`config.mk`:
```
export PLATFORM = sky130hd
export DESIGN_NAME = gpio_port_ctrl
export DESIGN_NICKNAME = d
export VERILOG_FILES = /design/src/rtl/gpio_port_pkg.sv /design/src/rtl/gpio_out_bit.sv /design/src/rtl/gpio_pad_mux.sv /design/src/rtl/gpio_strap_latch.sv /design/src/rtl/gpio_port_ctrl.sv
export SDC_FILE = /design/constraint.sdc
export NUM_CORES = 1
export LEC_CHECK = 0
export ABC_AREA = 1
export BUFFER_PORTS_ARGS = -buffer_cell sky130_fd_sc_hd__buf_2
export CORE_ASPECT_RATIO = 1.4
export CORE_MARGIN = 2
export CORE_UTILIZATION = 45
export DETAILED_ROUTE_END_ITERATION = 8
export SYNTH_ARGS = -nofsm -noshare
export SYNTH_HDL_FRONTEND = slang
export SYNTH_HIERARCHICAL = 1
export SYNTH_SLANG_ARGS = --single-unit
```
`constraint.sdc`:
```
create_clock -name clk -period 5.6 [get_ports clk]
set_input_delay 1.12 -clock clk [delete_from_list [all_inputs] [get_ports clk]]
set_output_delay 1.12 -clock clk [all_outputs]
set_load 0.02 [all_outputs]
```
`src/rtl/gpio_port_pkg.sv`:
```
package gpio_port_pkg;

   localparam int unsigned REG_AW = 3;

   typedef enum logic [REG_AW-1:0] {
      RA_PIN   = 3'd0,
      RA_OUT   = 3'd1,
      RA_INV   = 3'd2,
      RA_DIR   = 3'd3,
      RA_STYLE = 3'd4,
      RA_DRIVE = 3'd5,
      RA_STRAP = 3'd6
   } reg_addr_e;

   localparam logic [3:0] BUS_ADDR_HI = 4'b0011;

endpackage

```
`src/rtl/gpio_out_bit.sv`:
```
module gpio_out_bit #(
   parameter int unsigned PULSE_CYCLES = 50
) (
   input  logic clk,
   input  logic rst_n,
   input  logic clr,
   input  logic wr,
   input  logic wval,
   input  logic pulse_style,
   output logic q
);
   localparam int unsigned CNT_W = $clog2(PULSE_CYCLES + 1);
   localparam logic [CNT_W-1:0] LOAD = CNT_W'(PULSE_CYCLES);
   localparam logic [CNT_W-1:0] LAST = CNT_W'(1);

   logic [CNT_W-1:0] cnt;

   always_ff @(posedge clk) begin
      if (clr) begin
         q   <= 1'b0;
         cnt <= '0;
      end else if (wr) begin
         q   <= wval;
         cnt <= (pulse_style && wval) ? LOAD : '0;
      end else if (cnt != '0) begin
         cnt <= cnt - 1'b1;
         if (cnt == LAST) q <= 1'b0;
      end
   end

   // a write of 1 in one-shot style arms the full width
   p_pulse_arm_r4: assert property (@(posedge clk) disable iff (!rst_n)
      (!clr && wr && wval && pulse_style) |=> (q && cnt == LOAD));
   // the last count drops the bit
   p_pulse_end_r4: assert property (@(posedge clk) disable iff (!rst_n)
      (!clr && !wr && cnt == LAST) |=> !q);
   // writing 0 ends any shot
   p_cancel_r10: assert property (@(posedge clk) disable iff (!rst_n)
      (!clr && wr && !wval) |=> (!q && cnt == '0));
   // level style without a write keeps its value
   p_level_hold_r2: assert property (@(posedge clk) disable iff (!rst_n)
      (!clr && !wr && cnt == '0) |=> $stable(q));

endmodule

```
`src/rtl/gpio_pad_mux.sv`:
```
module gpio_pad_mux (
   input  logic is_input,
   input  logic push_pull,
   input  logic value,
   output logic oe,
   output logic dout
);
   always_comb begin
      if (is_input) begin
         oe   = 1'b0;
         dout = 1'b0;
      end else if (push_pull) begin
         oe   = 1'b1;
         dout = value;
      end else begin
         oe   = ~value;
         dout = 1'b0;
      end
   end
endmodule

```
`src/rtl/gpio_strap_latch.sv`:
```
module gpio_strap_latch #(
   parameter int unsigned WIDTH = 8
) (
   input  logic             clk,
   input  logic             rst_n,
   input  logic             ext_rst_n,
   input  logic [WIDTH-1:0] pins,
   output logic [WIDTH-1:0] strap
);
   always_ff @(posedge clk) begin
      if (!rst_n || !ext_rst_n) strap <= pins;
   end

   // outside reset the captured levels do not move
   p_strap_hold_r8: assert property (@(posedge clk) disable iff (!rst_n)
      (rst_n && ext_rst_n) |=> $stable(strap));
endmodule

```
`src/rtl/gpio_port_ctrl.sv`:
```
module gpio_port_ctrl
   import gpio_port_pkg::*;
#(
   parameter int unsigned WIDTH        = 8,
   parameter int unsigned PULSE_CYCLES = 50,
   parameter int unsigned SYNC_STAGES  = 2,
   parameter int unsigned STRAP_LO     = 5
) (
   input  logic              clk,
   input  logic              rst_n,
   input  logic              ext_rst_n,
   input  logic              keep_cfg,
   input  logic [REG_AW-1:0] bus_addr,
   input  logic              bus_wr,
   input  logic [WIDTH-1:0]  bus_wdata,
   output logic [WIDTH-1:0]  bus_rdata,
   input  logic [WIDTH-1:0]  pad_in,
   output logic [WIDTH-1:0]  pad_oe,
   output logic [WIDTH-1:0]  pad_do,
   output logic [6:0]        smb_addr
);
   initial begin
      assert (WIDTH >= 1 && WIDTH <= 8) else $fatal(1, "WIDTH must be 1..8");
      assert (PULSE_CYCLES >= 1) else $fatal(1, "PULSE_CYCLES must be >= 1");
      assert (STRAP_LO + 3 <= WIDTH) else $fatal(1, "strap pins exceed port");
   end

   logic             port_clr;
   logic [WIDTH-1:0] dir_q, inv_q, style_q, drive_q, out_q;
   logic [WIDTH-1:0] pin_seen, strap_q, pin_val;
   logic             wr_out, wr_inv, wr_dir, wr_style, wr_drive;

   assign port_clr = !rst_n || (!ext_rst_n && !keep_cfg);

   assign wr_out   = bus_wr && (bus_addr == RA_OUT);
   assign wr_inv   = bus_wr && (bus_addr == RA_INV);
   assign wr_dir   = bus_wr && (bus_addr == RA_DIR);
   assign wr_style = bus_wr && (bus_addr == RA_STYLE);
   assign wr_drive = bus_wr && (bus_addr == RA_DRIVE);

   always_ff @(posedge clk) begin
      if (port_clr) begin
         dir_q   <= '1;
         inv_q   <= '0;
         style_q <= '0;
         drive_q <= '0;
      end else begin
         if (wr_dir)   dir_q   <= bus_wdata;
         if (wr_inv)   inv_q   <= bus_wdata;
         if (wr_style) style_q <= bus_wdata;
         if (wr_drive) drive_q <= bus_wdata;
      end
   end

   for (genvar i = 0; i < WIDTH; i++) begin : g_bit
      gpio_out_bit #(.PULSE_CYCLES(PULSE_CYCLES)) u_out (
         .clk        (clk),
         .rst_n      (rst_n),
         .clr        (port_clr),
         .wr         (wr_out),
         .wval       (bus_wdata[i]),
         .pulse_style(style_q[i]),
         .q          (out_q[i])
      );

      assign pin_val[i] = out_q[i] ^ inv_q[i];

      gpio_pad_mux u_pad (
         .is_input (dir_q[i]),
         .push_pull(drive_q[i]),
         .value    (pin_val[i]),
         .oe       (pad_oe[i]),
         .dout     (pad_do[i])
      );
   end

   if (SYNC_STAGES == 0) begin : g_nosync
      assign pin_seen = pad_in;
   end else begin : g_sync
      logic [WIDTH-1:0] stage_q [SYNC_STAGES];
      always_ff @(posedge clk) begin
         stage_q[0] <= pad_in;
         for (int s = 1; s < SYNC_STAGES; s++) stage_q[s] <= stage_q[s-1];
      end
      assign pin_seen = stage_q[SYNC_STAGES-1];
   end

   gpio_strap_latch #(.WIDTH(WIDTH)) u_strap (
      .clk      (clk),
      .rst_n    (rst_n),
      .ext_rst_n(ext_rst_n),
      .pins     (pad_in),
      .strap    (strap_q)
   );

   assign smb_addr = {BUS_ADDR_HI, strap_q[STRAP_LO], strap_q[STRAP_LO+1],
                      strap_q[STRAP_LO+2]};

   always_comb begin
      case (reg_addr_e'(bus_addr))
         RA_PIN:   bus_rdata = pin_seen;
         RA_OUT:   bus_rdata = out_q;
         RA_INV:   bus_rdata = inv_q;
         RA_DIR:   bus_rdata = dir_q;
         RA_STYLE: bus_rdata = style_q;
         RA_DRIVE: bus_rdata = drive_q;
         RA_STRAP: bus_rdata = strap_q;
         default:  bus_rdata = '0;
      endcase
   end

   // reset leaves every pin an input
   p_dir_reset_r1: assert property (@(posedge clk)
      !rst_n |=> (dir_q == '1));
   // setting all direction bits releases every pad
   p_input_float_r1: assert property (@(posedge clk) disable iff (!rst_n)
      (!port_clr && wr_dir && bus_wdata == '1) |=> (pad_oe == '0));
   // an open-drain pad never drives a high level
   p_od_low_only_r3: assert property (@(posedge clk) disable iff (!rst_n)
      ((pad_oe & pad_do & ~drive_q) == '0));
   // a masked external reset leaves configuration untouched
   p_mask_keep_r9: assert property (@(posedge clk) disable iff (!rst_n)
      (!ext_rst_n && keep_cfg && !bus_wr) |=>
      ($stable(dir_q) && $stable(inv_q) && $stable(style_q) && $stable(drive_q)));

endmodule

```
Word-level counts from Yosys, hierarchy flattened
Memories as Yosys holds them, arrays and structs flattened.
Cells that the tools add are included.
Operators by class
  mux-type cells: 81
  add/subtract/negate cells: 8
  reductions and logical operators: 52
  bitwise gates (word level): 16
  equality and inequality tests: 14
Operators with widths (count)
  $mux W6: 24
  $mux W1: 56
  $pmux W8 S7: 1
  $eq A6 B1 Y1 const B: 8
  $reduce_bool A6 Y1: 8
  $sub A6 B1 Y6 const B: 8
  $reduce_bool A2 Y1: 16
  $reduce_and A2 Y1: 8
  $logic_and A1 B1 Y1: 14
  $eq A3 B3 Y1 const B: 3
  $not A1 Y1: 8
  $xor A1 B1 Y1: 8
  $eq A3 B2 Y1 const B: 2
  $eq A3 B1 Y1 const B: 1
  $logic_not A1 Y1: 3
  $logic_not A3 Y1: 1
  $logic_or A1 B1 Y1: 2
Word-level totals
  output and inout port bits: 31
  RAM bits: 16
  bits of input ports: 24
  register bits: 96
  memories: 1
  word-level logic and storage cells: 193
Memories
  g_sync.stage_q: words 2, bits a word 8, read ports 2, clocked after memory_dff 0, wr ports 2, line gpio_port_ctrl.sv:80  | logic [WIDTH-1:0] stage_q [SYNC_STAGES];

Depth between registers and ports, before layout
Gate-level depths: netlist (run 1).
  depth after elaboration: 4
  mapped depth: 8
  gate-level depth less buffers: 7

Cells and area by module
Netlist (run 1), hierarchy kept.
Modules (own cells, without submodules)
  gpio_out_bit: cells each 58, times used 8, area each 409.1 um^2, seq. area each 140.1 um^2
  gpio_port_ctrl: cells each 338, times used 1, area each 2279.7 um^2, seq. area each 960.9 um^2
  gpio_strap_latch: cells each 9, times used 1, area each 244.0 um^2, seq. area each 240.2 um^2
  gpio_pad_mux: cells each 4, times used 8, area each 16.3 um^2, seq. area each 0.0 um^2

Worst setup path before layout (run 1)
OpenSTA, ideal clock, no wires.
  path type: input to register
  start: input bus_addr[2]
  end: register g_bit[0].u_out.cnt[1]
  arrival time: 3345 ps
  required time: 5514 ps
  library setup time: 86 ps
  path buffers: 1
  stages: 8
  path slack: 2169 ps
  cells stage by stage: buf_4 inv_2 nand3_1 nor2_1 inv_1 nand3_1 nand2_1 a21oi_1
Between the ends
  cells in the longest elaborated chain, start to end: 3
  elaborated cells between the ends (all ways): 4
  those cells by class: eq/ne (1); mux (1); reduce/logical (2)
RTL lines
  from (decl): line gpio_port_ctrl.sv:13  | input logic [REG_AW-1:0] bus_addr,
  $eq A3 B1 Y1 *: line gpio_port_ctrl.sv:35  | assign wr_out = bus_wr && (bus_addr == RA_OUT);
  $logic_and A1 B1 Y1 *: line gpio_port_ctrl.sv:35
  net wr_out: line gpio_port_ctrl.sv:31  | logic wr_out, wr_inv, wr_dir, wr_style, wr_drive;
  $mux W6 / $reduce_bool A2 Y1 (equally long branches)
  to (signal assigned): line gpio_out_bit.sv:24  | cnt <= (pulse_style && wval) ? LOAD : '0;
  to (signal assigned): line gpio_out_bit.sv:26  | cnt <= cnt - 1'b1;
  to (decl): line gpio_out_bit.sv:16  | logic [CNT_W-1:0] cnt;
Mark *: on every way through the listed nets, which the timed path passes. The rest lies on a longest branch.
A chain may end at the register's enable or synchronous reset.

Worst setup path in the final report (run 1)
  start: input bus_addr[2]
  end: output bus_rdata[0]
Between the ends
  cells in the longest elaborated chain, start to end: 2
  elaborated cells between the ends (all ways): 8
  those cells by class: eq/ne (6); mux (1); reduce/logical (1)
RTL lines
  $eq A3 B3 Y1, or another cell as far along: line gpio_port_ctrl.sv:100  | case (reg_addr_e'(bus_addr))
  $pmux W8 S7 *: line gpio_port_ctrl.sv:100
  to (decl): line gpio_port_ctrl.sv:16  | output logic [WIDTH-1:0] bus_rdata,
Mark *: on every way between the ends. The rest lies on a longest branch, timed or not.

==> flow_metrics.tcl, run 1 <==
set metrics [dict create \
    critPathLaunch "bus_addr[2]" \
    die_h_um 140 \
    cts-hold-fix-buffers 0 \
    end_kind "primary output" \
    cts_setup_buffers 0 \
    dr.pass1.iters 5 \
    yosysWarningCount 6 \
    switching_share_pct 40.6 \
    switchingPower_uw 1190 \
    grt_first_pass_wirelength_mm 24.1 \
    viasPerCell 5.19 \
    areaGrowthSynthToFinish_pct 11.3 \
    worstReg2RegEnd "g_bit[5].u_out/cnt[1]" \
    slew_violations 0 \
    drc 0 \
    synth_area_per_cell_um2 7.03 \
    synth-edff-count 8 \
    yosysTopAreaCell "dfxtp_1" \
    r2r_cells 5 \
    clk_pin_slew_ns 0.07 \
    comb_power_share_pct 41.7 \
    clkPwrFrac_pct 21.6 \
    wl_per_cell_um 13.2 \
    core-area_um2 12900 \
    die_x_um 101 \
    ys_seq_area_share_pct 39.2 \
    crit_required_ns 4.48 \
    setup_tns_ns 0 \
    cts_tree "built" \
    initial_core_util_pct 46.0 \
    routabilityCongestion 0.841 \
    outcome "complete, no violations" \
    num_rows 49 \
    synth_top_area_share_pct 35.1 \
    port_buffers 50 \
    htreeDepth 3 \
    rsz0062_at_grt "false" \
    synth_seq_cells 112 \
    placed_cells 1032 \
    setup_viol 0 \
    synth_cells 843 \
    power.density_nw_per_um2 446 \
    grt_use_total_pct 20.7 \
    first_global_vias 5225 \
    root_buffer "clkbuf_16" \
    overflow 0 \
    endpoint "bus_rdata[0]" \
    clkSinkCount 112 \
    slew_headroom_pct 48.7 \
    irDropWorstVdd_uv 234 \
    drt_iter0_markers 262 \
    cts_resized 0 \
    grt_max_degree 41 \
    ys.flop_type "dfxtp_1" \
    hp-class "reg -> reg" \
    layout-drive-gt1-share_pct 15.5 \
    vias 5439 \
    hold_viol_final 0 \
    fin_crit_ns 3.98 \
    hold_path_depth 0 \
    synthTopCellsByArea "dfxtp_1 35%, nand2_1 11%, nand3_1 8.4%" \
    antenna_found_initial 0 \
    synth_commonest_cells "170 x nand2_1, 107 x nor2_1, 104 x dfxtp_1" \
    p_leak_uw 0.00313 \
    p_int_uw 1750 \
    numCtsBuffers 9 \
    period_share_pct 71.1 \
    synthArstFlopShare_pct 0 \
    clk-insertion-delay-late_ns 0.34 \
    num_io_pins 55 \
    crit_type "in -> out" \
    worstMarginPinSlew_ns 0.767 \
    max_cap_viol_count 0 \
    dieArea_um2 14100 \
    critical_path_arrival_ns 2.86 \
    seqPwrFrac_pct 36.7 \
    fin_cells 1048 \
    finalNetCount 938 \
    dpl.hpwl_mm 10.2 \
    antenna_cells 0 \
    n_fill_cell 1281 \
    synth_area_um2 5930 \
    worst-r2r-setup-slack_ns 4.33 \
    crit_path_max_fanout 36 \
    fmaxAchievable_ghz 0.251 \
    ant_nets 0 \
    worstSetupStartpointType "input pin" \
    clk_path_buf_depth 2 \
    worstReg2RegStart "g_bit[5].u_out/cnt[0]" \
    clock_skew_ns 0.00680 \
    routed_wl_mm 13.9 \
    yosysUniqueCellTypes 24 \
    yosysMostFrequentCell "nand2_1" \
    hp-start "g_sync.stage_q[0][0]" \
]
metrics by stage:
stage          power [µW]  hold WS (ns)  utilization [%]  instance area, µm²  setup WS [ns]
6_report             2940         0.329             51.2                6600           1.62
5_1_grt              3200         0.343             51.2                6600           1.48
4_1_cts              2970         0.331             51.2                6600           1.63
3_5_place_dp         2330         0.314             49.0                6310           1.65
3_3_place_gp         2280         0.312             49.0                6310           1.67
2_1_floorplan        2090         0.310                -                5930           2.17
sequential cells by signal, indices dropped and copies added, names as in the netlist:
name,count
g_bit.u_out/cnt,48
g_sync.stage_q,16
dir_q,8
drive_q,8
g_bit.u_out/q,8
inv_q,8
style_q,8
u_strap/strap,8
power by group through the flow:
stage	Combinational, µW	Clock (µW)	Sequential [µW]
after floorplan	1020	0	1070
after global placement	1190	0	1090
after detailed placement	1230	0	1090
after CTS	1230	656	1080
after global routing	1420	687	1100
final	1220	636	1080
layout by cell type, fill, tap and decap left out, drive strengths merged, types with 11 or more instances in the layout:
master,count
ha,24
inv,106
nor2,117
nand2,203
nand4,57
clkbuf,11
dfxtp,104
nand3,100
o21ai,24
buf,56
a21oi,56
critical path, stage by stage:
cell     delay [ns]
buf_2          0.10
buf_4          0.24
inv_2          0.37
nand3_1        0.45
nor2_1         0.21
nor2_1         0.08
nand2_1        0.10
buf_2          0.17
worst min path at each step:
stage,to
floorplan,g_sync.stage_q[0][10]
finish,g_sync.stage_q[0][8]
detailed placement,g_sync.stage_q[0][11]
CTS,g_sync.stage_q[0][8]
global placement,g_sync.stage_q[0][8]
global route,g_sync.stage_q[0][15]
cells by family (layout without fill, tap and decap cells):
logic type,count (synthesis),count (layout),synth area share [%]
other,2,4,0.127
XOR/XNOR,8,8,1.18
buffers and inverters,131,181,8.91
flip-flops,112,112,39.2
AO/OA/AOI/OAI,81,81,6.88
adder cells (fa/ha/maj),24,24,5.07
AND/OR/NAND/NOR,485,485,38.7
cell type report:
class | instances | area, µm² | area share (%)
Multi-Input combinational cell | 602 | 3090 | 46.8
Sequential cell | 112 | 2320 | 35.2
Inverter | 109 | 410 | 6.22
Timing Repair Buffer | 56 | 295 | 4.48
Clock buffer | 11 | 233 | 3.53
Tap cell | 153 | 191 | 2.90
Clock inverter | 5 | 57.6 | 0.873
per-layer routing:
metal / track usage [%] / wire length, µm
met5: 0 / 0
met4: 7.11 / 319
met3: 2.51 / 435
met2: 34.7 / 6680
met1: 27.3 / 6440
Note: power is estimated with default switching activity, not from simulation.
==> run 2, diff against run 1 <==
Settings changed: PLACE_DENSITY set to 0.66.
Clock period 5.6 ns to 3.24 ns, I/O delays scaled along.
==> flow_metrics.tcl, run 2 (synthesis results as in run 1) <==
set metrics [dict create \
    slew_violations 0 \
    worstSetupStartpointType "input pin" \
    layout-drive-gt1-share_pct 16.4 \
    worstReg2RegEnd "g_bit[0].u_out/cnt[1]" \
    clock_skew_ns 0.00563 \
    max_cap_viol_count 0 \
    critical_path_buf_inv_count 3 \
    grt_use_total_pct 20.7 \
    worstReg2RegStart "g_bit[0].u_out/cnt[0]" \
    cpPeakStageDelay_ns 0.44 \
    first_global_vias 5032 \
    numCtsBuffers 9 \
    outcome "complete, no violations" \
    period_share_pct 84.4 \
    largest_reg_flops 48 \
    grt_max_degree 36 \
    placed_cell_area_um2 6350 \
    cp_slowest_cell "nand3_1" \
    placed_cells 1038 \
    finalNetCount 944 \
    rsz0062_at_grt "false" \
    routabilityCongestion 0.794 \
    r2r_cells 5 \
    hold_viol_final 0 \
    antenna_found_initial 0 \
    hp-class "reg -> reg" \
    grt_first_pass_wirelength_mm 23.2 \
    worstPathCellList "buf_2, inv_1, nand3_1, nor2_1, nor2_1, nand2_1, buf_2" \
    port_buffers 50 \
    min_to "g_sync.stage_q[0][9]" \
    ant_nets 0 \
    vias 5400 \
    dieArea_um2 14100 \
    num_rows 49 \
    cts_resized 0 \
    p_leak_uw 0.00317 \
    n_fill_cell 1283 \
    clk_path_buf_depth 2 \
    viasPerCell 5.12 \
    setup_tns_ns 0 \
    cts-hold-fix-buffers 0 \
    root_buffer "clkbuf_16" \
    dr.pass1.iters 5 \
    overflow 0 \
    fin_crit_ns 2.73 \
    fmaxAchievable_ghz 0.366 \
    core-area_um2 12900 \
    final_common_cell "nand2_1" \
    setup_viol 0 \
    hp-start "g_sync.stage_q[0][1]" \
    initial_core_util_pct 46.0 \
    die_h_um 140 \
    top_regs "g_bit.u_out/cnt x48, g_sync.stage_q x16" \
    seq_area_um2 2320 \
    path_delay_family "simple AND/OR/NAND/NOR gates" \
    mostFrequentLayoutCells "170 x nand2_1, 106 x nor2_1, 104 x dfxtp_1, 100 x nand3_1, 81 x inv_1" \
    power.density_nw_per_um2 767 \
    regMostFlops "g_bit.u_out/cnt" \
    irDropWorstVdd_uv 361 \
    dpl.hpwl_mm 10.4 \
    critical_path_arrival_ns 2.09 \
    htreeDepth 3 \
    final_cell_area_um2 6650 \
    wl_per_cell_um 13.4 \
    cts_setup_buffers 0 \
    end_kind "primary output" \
    cp.depth 7 \
    fin_cells 1054 \
    crit_required_ns 2.59 \
    cts_tree "built" \
    die_x_um 101 \
    drt_iter0_markers 307 \
    crit_type "in -> out" \
    clk_pin_slew_ns 0.08 \
    drc 0 \
    multiInputGateArea_um2 3090 \
    num_io_pins 55 \
    hold_path_depth 0 \
    routed_wl_mm 14.2 \
    clkSinkCount 112 \
    clk-insertion-delay-late_ns 0.36 \
    crit_path_max_fanout 12 \
    worst-r2r-setup-slack_ns 1.99 \
    antenna_cells 0 \
    areaGrowthSynthToFinish_pct 12.2 \
]
-- run 2: cell count changes in the layout (fill, tap and decap cells not counted), sizes merged --
| cell | before | now |
|---|---|---|
| inv | 106 | 110 |
| buf | 56 | 62 |
| clkbuf | 11 | 9 |
| bufinv | 1 | 0 |
| clkinvlp | 2 | 1 |
-- run 2: routing by layer --
metal | global-route usage (%) | part of all wire, % | vias to the layer above
li1 | - | - | 2852
met1 | 24.6 | 43 | 2429
met2 | 36.0 | 51 | 95
met3 | 3.57 | 3.6 | 24
met4 | 8.82 | 2.6 | 0
met5 | 0 | 0 | -
-- run 2: per-stage QoR --
stage,utilization [%],setup WS (ns),hold slack [ns],total power [µW]
3_3_place_gp,49.3,0.558,0.311,4000
5_1_grt,51.6,0.374,0.338,5550
4_1_cts,51.6,0.522,0.332,5140
6_report,51.6,0.506,0.331,5100
2_1_floorplan,-,0.281,0.310,3610
3_5_place_dp,49.3,0.523,0.312,4020
-- run 2: power breakdown --
group	internal (µW)	total, µW	switching [µW]
registers	1630	1860	230
logic	787	2110	1320
clock network	547	1120	574
total	2970	5100	2130
-- run 2: worst max-delay path by stage --
stage	startpoint	end	slack, ns
floorplan	bus_addr[2]	g_bit[0].u_out/cnt[1]	0.28
finish	bus_addr[1]	bus_rdata[3]	0.51
detailed placement	bus_addr[1]	bus_rdata[0]	0.52
global placement	bus_addr[1]	bus_rdata[0]	0.56
global route	bus_addr[1]	bus_rdata[3]	0.37
CTS	bus_addr[1]	bus_rdata[4]	0.52
-- run 2: cell type report --
cell class	instances	share of cell area (%)
sequential	112	34.9
inverter	109	6.17
clock buffer	9	3.39
multi-input combinational	602	46.4
clock inverter	7	1.09
tap	153	2.88
timing repair buffer	62	5.12
